### config.mk
export PLATFORM = sky130hd
export DESIGN_NAME = dram_refresh_sched
export DESIGN_NICKNAME = d
export VERILOG_FILES = /design/src/rtl/drs_pkg.sv /design/src/rtl/drs_interval_timer.sv /design/src/rtl/drs_pending_ctr.sv /design/src/rtl/drs_strobe_gen.sv /design/src/rtl/dram_refresh_sched.sv
export SDC_FILE = /design/constraint.sdc
export NUM_CORES = 1
export LEC_CHECK = 0
export BUFFER_PORTS_ARGS = -buffer_cell sky130_fd_sc_hd__buf_4
export CAP_MARGIN = 20
export CORE_MARGIN = 2
export CORE_UTILIZATION = 55
export DETAILED_ROUTE_END_ITERATION = 10
export PLACE_DENSITY = 0.72
export SLEW_MARGIN = 30
export SYNTH_ARGS = -nofsm -noshare
export SYNTH_HDL_FRONTEND = slang
export SYNTH_SLANG_ARGS = --single-unit
### constraint.sdc
create_clock -name clk -period 3.6 [get_ports clk]
set_clock_uncertainty 0.15 [all_clocks]
set_input_delay 0.72 -clock clk [delete_from_list [all_inputs] [get_ports clk]]
set_output_delay 0.72 -clock clk [all_outputs]
set_load 0.005 [all_outputs]
### src/rtl/drs_pkg.sv
package drs_pkg;

    typedef enum logic [2:0] {
        ST_PAUSE,
        ST_WAKE,
        ST_RUN,
        ST_SELF,
        ST_RECOVER
    } sched_st_t;

    typedef enum logic [1:0] {
        PH_IDLE,
        PH_CAS_LEAD,
        PH_RAS_ACT,
        PH_PRECH
    } phase_t;

    typedef struct packed {
        logic ras_n;
        logic cas_n;
    } strobe_t;

    function automatic int unsigned drs_max(input int unsigned a, input int unsigned b);
        return (a > b) ? a : b;
    endfunction

    function automatic int unsigned drs_width(input int unsigned v);
        return (v < 2) ? 1 : $clog2(v + 1);
    endfunction

endpackage

### src/rtl/drs_interval_timer.sv
module drs_interval_timer
    import drs_pkg::*;
#(
    parameter int unsigned PRESCALE = 50,
    parameter int unsigned DIV      = 39
) (
    input  logic clk,
    input  logic rst,
    input  logic clr,
    output logic tick_o
);
    localparam int unsigned PW = drs_width(PRESCALE - 1);
    localparam int unsigned DW = drs_width(DIV - 1);

    logic [PW-1:0] pre_q;
    logic [DW-1:0] div_q;
    logic          pre_wrap;
    logic          div_wrap;

    assign pre_wrap = (pre_q == PW'(PRESCALE - 1));
    assign div_wrap = (div_q == DW'(DIV - 1));
    assign tick_o   = pre_wrap && div_wrap;

    always_ff @(posedge clk) begin
        if (rst || clr) begin
            pre_q <= '0;
            div_q <= '0;
        end else if (pre_wrap) begin
            pre_q <= '0;
            div_q <= div_wrap ? '0 : div_q + DW'(1);
        end else begin
            pre_q <= pre_q + PW'(1);
        end
    end
endmodule

### src/rtl/drs_pending_ctr.sv
module drs_pending_ctr
    import drs_pkg::*;
#(
    parameter int unsigned PEND_MAX = 4,
    localparam int unsigned NW = drs_width(PEND_MAX)
) (
    input  logic          clk,
    input  logic          rst,
    input  logic          clr,
    input  logic          inc,
    input  logic          dec,
    output logic [NW-1:0] cnt_o,
    output logic          ovf_o
);
    logic [NW-1:0] cnt_q;
    logic          full;

    assign full  = (cnt_q == NW'(PEND_MAX));
    assign cnt_o = cnt_q;
    assign ovf_o = inc && !dec && full && !clr;

    always_ff @(posedge clk) begin
        if (rst || clr) begin
            cnt_q <= '0;
        end else if (inc && !dec && !full) begin
            cnt_q <= cnt_q + NW'(1);
        end else if (dec && !inc && (cnt_q != '0)) begin
            cnt_q <= cnt_q - NW'(1);
        end
    end
endmodule

### src/rtl/drs_strobe_gen.sv
module drs_strobe_gen
    import drs_pkg::*;
#(
    parameter int unsigned CAS_LEAD = 2,
    parameter int unsigned RAS_LOW  = 8,
    parameter int unsigned RP       = 5,
    parameter int unsigned SR_MIN   = 12500,
    parameter int unsigned SR_RP    = 14
) (
    input  logic    clk,
    input  logic    rst,
    input  logic    start_i,
    input  logic    self_i,
    input  logic    hold_i,
    output strobe_t stb_o,
    output logic    idle_o,
    output logic    done_o,
    output logic    in_self_o
);
    localparam int unsigned CMAX = drs_max(drs_max(CAS_LEAD, RAS_LOW),
                                           drs_max(drs_max(RP, SR_MIN), SR_RP));
    localparam int unsigned CW = drs_width(CMAX);

    phase_t        ph_q;
    logic [CW-1:0] cnt_q;
    logic          self_q;
    logic          cnt_zero;

    assign cnt_zero  = (cnt_q == '0);
    assign idle_o    = (ph_q == PH_IDLE);
    assign done_o    = (ph_q == PH_PRECH) && cnt_zero;
    assign in_self_o = (ph_q == PH_RAS_ACT) && self_q && cnt_zero;

    always_comb begin
        stb_o.ras_n = !(ph_q == PH_RAS_ACT);
        stb_o.cas_n = !((ph_q == PH_CAS_LEAD) || (ph_q == PH_RAS_ACT));
    end

    always_ff @(posedge clk) begin
        if (rst) begin
            ph_q   <= PH_IDLE;
            cnt_q  <= '0;
            self_q <= 1'b0;
        end else begin
            case (ph_q)
                PH_IDLE: begin
                    if (start_i) begin
                        ph_q   <= PH_CAS_LEAD;
                        cnt_q  <= CW'(CAS_LEAD - 1);
                        self_q <= self_i;
                    end
                end
                PH_CAS_LEAD: begin
                    if (cnt_zero) begin
                        ph_q  <= PH_RAS_ACT;
                        cnt_q <= self_q ? CW'(SR_MIN - 1) : CW'(RAS_LOW - 1);
                    end else begin
                        cnt_q <= cnt_q - CW'(1);
                    end
                end
                PH_RAS_ACT: begin
                    if (!cnt_zero) begin
                        cnt_q <= cnt_q - CW'(1);
                    end else if (!(self_q && hold_i)) begin
                        ph_q  <= PH_PRECH;
                        cnt_q <= self_q ? CW'(SR_RP - 1) : CW'(RP - 1);
                    end
                end
                PH_PRECH: begin
                    if (cnt_zero) begin
                        ph_q   <= PH_IDLE;
                        self_q <= 1'b0;
                    end else begin
                        cnt_q <= cnt_q - CW'(1);
                    end
                end
                default: ph_q <= PH_IDLE;
            endcase
        end
    end
endmodule

### src/rtl/dram_refresh_sched.sv
module dram_refresh_sched
    import drs_pkg::*;
#(
    parameter int unsigned PAUSE_CYC = 25000,
    parameter int unsigned WAKE_CYC  = 8,
    parameter int unsigned PRESCALE  = 50,
    parameter int unsigned DIV       = 39,
    parameter int unsigned PEND_MAX  = 4,
    parameter int unsigned CAS_LEAD  = 2,
    parameter int unsigned RAS_LOW   = 8,
    parameter int unsigned RP        = 5,
    parameter int unsigned SR_MIN    = 12500,
    parameter int unsigned SR_RP     = 14,
    parameter int unsigned ROWS      = 2048
) (
    input  logic clk,
    input  logic rst,
    input  logic ref_gnt,
    input  logic sr_req,
    input  logic need_full_sweep,
    output logic ref_req,
    output logic ras_n,
    output logic cas_n,
    output logic init_done,
    output logic host_stall,
    output logic sr_active
);
    localparam int unsigned PW  = drs_width(PAUSE_CYC - 1);
    localparam int unsigned CYW = drs_width(drs_max(WAKE_CYC, ROWS));
    localparam int unsigned PNW = drs_width(PEND_MAX);

    sched_st_t      state_q, state_d;
    logic [PW-1:0]  pause_q, pause_d;
    logic [CYW-1:0] cyc_q, cyc_d;
    logic [PNW-1:0] pend_cnt;
    logic           tick, ovf, run_clr, pend_dec;
    logic           gen_start, gen_self, gen_idle, gen_done, gen_in_self;
    strobe_t        stb;

    assign run_clr  = (state_q != ST_RUN);
    assign pend_dec = gen_done && (state_q == ST_RUN);

    drs_interval_timer #(
        .PRESCALE (PRESCALE),
        .DIV      (DIV)
    ) u_timer (
        .clk    (clk),
        .rst    (rst),
        .clr    (run_clr),
        .tick_o (tick)
    );

    drs_pending_ctr #(
        .PEND_MAX (PEND_MAX)
    ) u_pend (
        .clk   (clk),
        .rst   (rst),
        .clr   (run_clr),
        .inc   (tick),
        .dec   (pend_dec),
        .cnt_o (pend_cnt),
        .ovf_o (ovf)
    );

    drs_strobe_gen #(
        .CAS_LEAD (CAS_LEAD),
        .RAS_LOW  (RAS_LOW),
        .RP       (RP),
        .SR_MIN   (SR_MIN),
        .SR_RP    (SR_RP)
    ) u_gen (
        .clk       (clk),
        .rst       (rst),
        .start_i   (gen_start),
        .self_i    (gen_self),
        .hold_i    (sr_req),
        .stb_o     (stb),
        .idle_o    (gen_idle),
        .done_o    (gen_done),
        .in_self_o (gen_in_self)
    );

    always_comb begin
        state_d   = state_q;
        pause_d   = pause_q;
        cyc_d     = cyc_q;
        gen_start = 1'b0;
        gen_self  = 1'b0;
        case (state_q)
            ST_PAUSE: begin
                if (pause_q == PW'(PAUSE_CYC - 1)) begin
                    state_d = ST_WAKE;
                    cyc_d   = '0;
                end else begin
                    pause_d = pause_q + PW'(1);
                end
            end
            ST_WAKE: begin
                gen_start = gen_idle && ref_gnt;
                if (gen_done) begin
                    if (cyc_q == CYW'(WAKE_CYC - 1)) begin
                        state_d = ST_RUN;
                        cyc_d   = '0;
                    end else begin
                        cyc_d = cyc_q + CYW'(1);
                    end
                end
            end
            ST_RUN: begin
                if (ovf) begin
                    state_d = ST_WAKE;
                    cyc_d   = '0;
                end else if (gen_idle && ref_gnt) begin
                    if (sr_req) begin
                        gen_start = 1'b1;
                        gen_self  = 1'b1;
                        state_d   = ST_SELF;
                    end else if (pend_cnt != '0) begin
                        gen_start = 1'b1;
                    end
                end
            end
            ST_SELF: begin
                if (gen_done) begin
                    cyc_d   = '0;
                    state_d = need_full_sweep ? ST_RECOVER : ST_RUN;
                end
            end
            ST_RECOVER: begin
                gen_start = gen_idle && ref_gnt;
                if (gen_done) begin
                    if (cyc_q == CYW'(ROWS - 1)) begin
                        state_d = ST_RUN;
                        cyc_d   = '0;
                    end else begin
                        cyc_d = cyc_q + CYW'(1);
                    end
                end
            end
            default: state_d = ST_PAUSE;
        endcase
    end

    always_ff @(posedge clk) begin
        if (rst) begin
            state_q <= ST_PAUSE;
            pause_q <= '0;
            cyc_q   <= '0;
        end else begin
            state_q <= state_d;
            pause_q <= pause_d;
            cyc_q   <= cyc_d;
        end
    end

    assign ref_req = (state_q == ST_WAKE) || (state_q == ST_SELF) ||
                     (state_q == ST_RECOVER) || !gen_idle ||
                     ((state_q == ST_RUN) && ((pend_cnt != '0) || sr_req));
    assign ras_n      = stb.ras_n;
    assign cas_n      = stb.cas_n;
    assign init_done  = (state_q != ST_PAUSE) && (state_q != ST_WAKE);
    assign host_stall = (state_q != ST_RUN);
    assign sr_active  = gen_in_self;
endmodule

==> results.yml <==
logic_synthesis:
  syn-mean-instance-area_um2: 7.73
  post-synth-top-count-cell: "sky130_fd_sc_hd__dfxtp_1"
  post-synth-top-area-fraction: 0.343
  ys_seq_elements: 62
  synth.yosys.warnings: 0
  synth.yosys.seq_area_share: 0.343
  post_synthesis_async_set_or_reset_flop_share: 0
  synth-edff-count: 0
  synth_commonest_cells: "sky130_fd_sc_hd__dfxtp_1 (62), sky130_fd_sc_hd__nor2_1 (61), sky130_fd_sc_hd__o21ai_0 (36), sky130_fd_sc_hd__a21oi_1 (33), sky130_fd_sc_hd__nand2_1 (26)"
  ys_dominant_reg_cell: "sky130_fd_sc_hd__dfxtp_1"
  synth.largest_area_cell: "sky130_fd_sc_hd__dfxtp_1"
  post_synth_inst_count: 468
  syn-cell-area_mm2: 0.00362
  syn_nets: 486
  synth_top_cells_by_area: "sky130_fd_sc_hd__dfxtp_1 (34%), sky130_fd_sc_hd__nor2_1 (6.3%), sky130_fd_sc_hd__o21ai_0 (5.0%), sky130_fd_sc_hd__a21oi_1 (4.6%), sky130_fd_sc_hd__ha_1 (4.2%)"
  synth_cell_types: 58
critical_path:
  critical_path.cell_chain: "inv_1 > ha_1 > or4b_1 > or4_1 > buf_4 > nor2_1 > buf_4"
  worst_ep_arrival_time_ps: 2440
  buffers_plus_inverters_on_the_worst_setup_path: 3
  setup.reg_to_reg.worst_slack_ps: 500
  setup.worst_path.start_class: "flip-flop"
  path_max_fanout: 17
  critPathKind: "flip-flop to output pin"
  critical-path-slowest-cell: "sky130_fd_sc_hd__or4b_1"
  critical-path-top-cell-by-count: "sky130_fd_sc_hd__buf_4"
  worst-endpoint-required_ps: 2730
  kind_of_cell_adding_the_most_delay_to_the_critical_path: "simple AND/OR/NAND/NOR gates"
  cp_slowest_stage_delay_ps: 520
  end_kind: "output pin"
floorplan:
  core_area_mm2: 0.00635
  chipWidth_um: 85.1
  row_count: 29
  die_area_mm2: 0.00724
  floorplan.initialDensity: 0.570
  die_h_um: 85.1
  io-pin-count: 11
timing:
  grt_setup_unrepaired: "false"
  timing.hold.ws_ps: 321
  drv_slew: 0
  setup_ws_ps: 286
  fin_crit_ps: 3310
  layout_worst_path_cycle_share: 0.921
  worst_slew_pin_slew_ps: 679
  setup_viol: 0
  final_hold_violating_endpoints: 0
  relSlewSlack: 0.547
  setup-tns-final_ps: 0
  fmax_mhz: 302
power:
  ir_worst_vdd_uv: 408
  power.total_mw: 2.52
  leakage_nw: 1.39
  p_per_area_mw_per_mm2: 629
final_layout:
  synthToLayoutAreaGrowth_pct: 10.6
  final_core_util: 0.630
  num-nets-final: 491
  num-fill-cells: 572
  final_std_cells_w_o_fill: 555
  layout-drive-gt1-share: 0.0941
  stdcell_area_mm2: 0.00400
  n_antenna_cell: 0
clock_tree:
  numCtsBuffers: 9
  ctsLongestPathBuffers: 2
  clock_sinks: 62
  postCtsResizedCells: 0
  worstSkewPairLatency_ps: 340
  clock_tree_from_tritoncts: "done"
  cts_hold_buffers: 0
  clk_pin_slew_ps: 70
  total_setup_buffers_inserted_after_cts: 0
  clockRootBuffer: "sky130_fd_sc_hd__clkbuf_8"
  clock_tree.htree_level_count: 3
global_routing:
  grt.overflow.total: 0
  grt_pass1_vias: 3132
  grt_max_degree: 49
  antenna_violations_before_repair: 0
  total_global_routing_track_utilization: 0.237
  global_route_wire_length_before_repair_um: 14200
detailed_routing:
  drcViolationCount: 0
  post_drt_via_cell_ratio: 6.06
  iteration_0_drc_count_of_the_detailed_router: 181
  1st_pass_router_iterations: 4
  drt_wl_total_um: 8080
  drtAntennaViolNets: 0
  route.detailed.wl_per_inst_um: 14.6
  vias: 3361
hold_path:
  timing.hold.worst.class: "flip-flop to flip-flop"
status:
  run_status: "finished clean"
job:
  cap_viol_max_count: 0
placement:
  dp_slack_ps: 558
  dp.final_hpwl_um: 5350
  finalWeightedCongestion: 0.860
  post-place-cells: 539
  placedInstanceArea_mm2: 0.00375
  io_buffers: 10
worst register-to-register path: stages, from the launching register on:
cell                      delay [ps]
sky130_fd_sc_hd__dfxtp_1         320
sky130_fd_sc_hd__inv_1           100
sky130_fd_sc_hd__ha_1            180
sky130_fd_sc_hd__or4b_1          520
sky130_fd_sc_hd__or4_1           520
sky130_fd_sc_hd__o21ai_0         310
sky130_fd_sc_hd__inv_1           100
sky130_fd_sc_hd__nand2_1          90
sky130_fd_sc_hd__fa_1            410
sky130_fd_sc_hd__o221a_2         300
flip-flops by register name, summed over array words and instances, names as in the netlist:
| name | cells |
|---|---|
| pause_q | 15 |
| cyc_q | 12 |
| state_q | 3 |
| u_timer.pre_q | 6 |
| u_gen.cnt_q | 14 |
| u_pend.cnt_o | 3 |
| u_gen.self_q | 1 |
| u_timer.div_q | 6 |
| u_gen.ph_q | 2 |
power by group:
| part | internal (mW) | switching, mW |
|---|---|---|
| logic | 0.367 | 0.604 |
| registers | 0.735 | 0.0559 |
| clock network | 0.462 | 0.294 |
| total | 1.56 | 0.953 |
routing by layer:
| metal | global-route usage | routed length (um) | vias up |
|---|---|---|---|
| met5 | 0 | 0 | - |
| met4 | 0.0779 | 92 | 0 |
| met3 | 0.0584 | 329 | 10 |
| met2 | 0.386 | 3880 | 60 |
| met1 | 0.308 | 3780 | 1577 |
| li1 | - | - | 1714 |
path summary, 6_finish.rpt:
kind | start | endpoint | cells after the start
max | u_gen.cnt_q[0] | sr_active | 7
min | u_timer.pre_q[0] | u_timer.pre_q[0] | 1
max reg2reg | u_gen.cnt_q[0] | u_pend.cnt_o[1] | 9
min reg2reg | u_timer.pre_q[0] | u_timer.pre_q[0] | 1
placed cells by master, fill, tap and decap left out, types with 3 or more instances in the layout:
master                       n
sky130_fd_sc_hd__o211ai_1   12
sky130_fd_sc_hd__o41ai_1     3
sky130_fd_sc_hd__nand3_1    23
sky130_fd_sc_hd__and3_1      7
sky130_fd_sc_hd__nor3b_1     4
sky130_fd_sc_hd__a211oi_1    6
sky130_fd_sc_hd__or3_1      11
sky130_fd_sc_hd__a21oi_1    33
sky130_fd_sc_hd__o21ai_0    36
sky130_fd_sc_hd__ha_1       12
sky130_fd_sc_hd__xor2_1      8
sky130_fd_sc_hd__nand2b_1    5
sky130_fd_sc_hd__nor2_1     61
sky130_fd_sc_hd__o22ai_1     3
sky130_fd_sc_hd__dfxtp_1    62
sky130_fd_sc_hd__bufinv_16   3
sky130_fd_sc_hd__inv_1      22
sky130_fd_sc_hd__or4_1      10
sky130_fd_sc_hd__nand2_1    26
sky130_fd_sc_hd__nor4bb_1    4
sky130_fd_sc_hd__nor2b_1     5
sky130_fd_sc_hd__xnor2_1    14
sky130_fd_sc_hd__nor3_1     21
sky130_fd_sc_hd__a31oi_1     5
sky130_fd_sc_hd__buf_4      18
sky130_fd_sc_hd__clkbuf_8    9
sky130_fd_sc_hd__nand4_1     5
sky130_fd_sc_hd__nor4_1      8
final cells by class:
cell class                 count  area [um2]  share of cell area
clock buffer                   9         124              0.0310
multi-input combinational    360        2200               0.550
sequential                    62        1240               0.310
tap                           77        96.3              0.0241
clock inverter                 7         120              0.0300
inverter                      22        82.6              0.0207
timing repair buffer          18         135              0.0338
logic make-up (layout without fill, tap and decap cells):
family	after synthesis	count (layout)	share of synthesized area
xor gates and xnor gates	22	22	0.0533
and+or+nand+nor	210	210	0.311
DFF	62	62	0.343
buffers and inverters	46	56	0.0488
adders and majority gates	13	13	0.0470
muxes	1	1	0.00277
AOI/OAI and AO/OA	114	114	0.194
(Power assumes the default switching activity.)
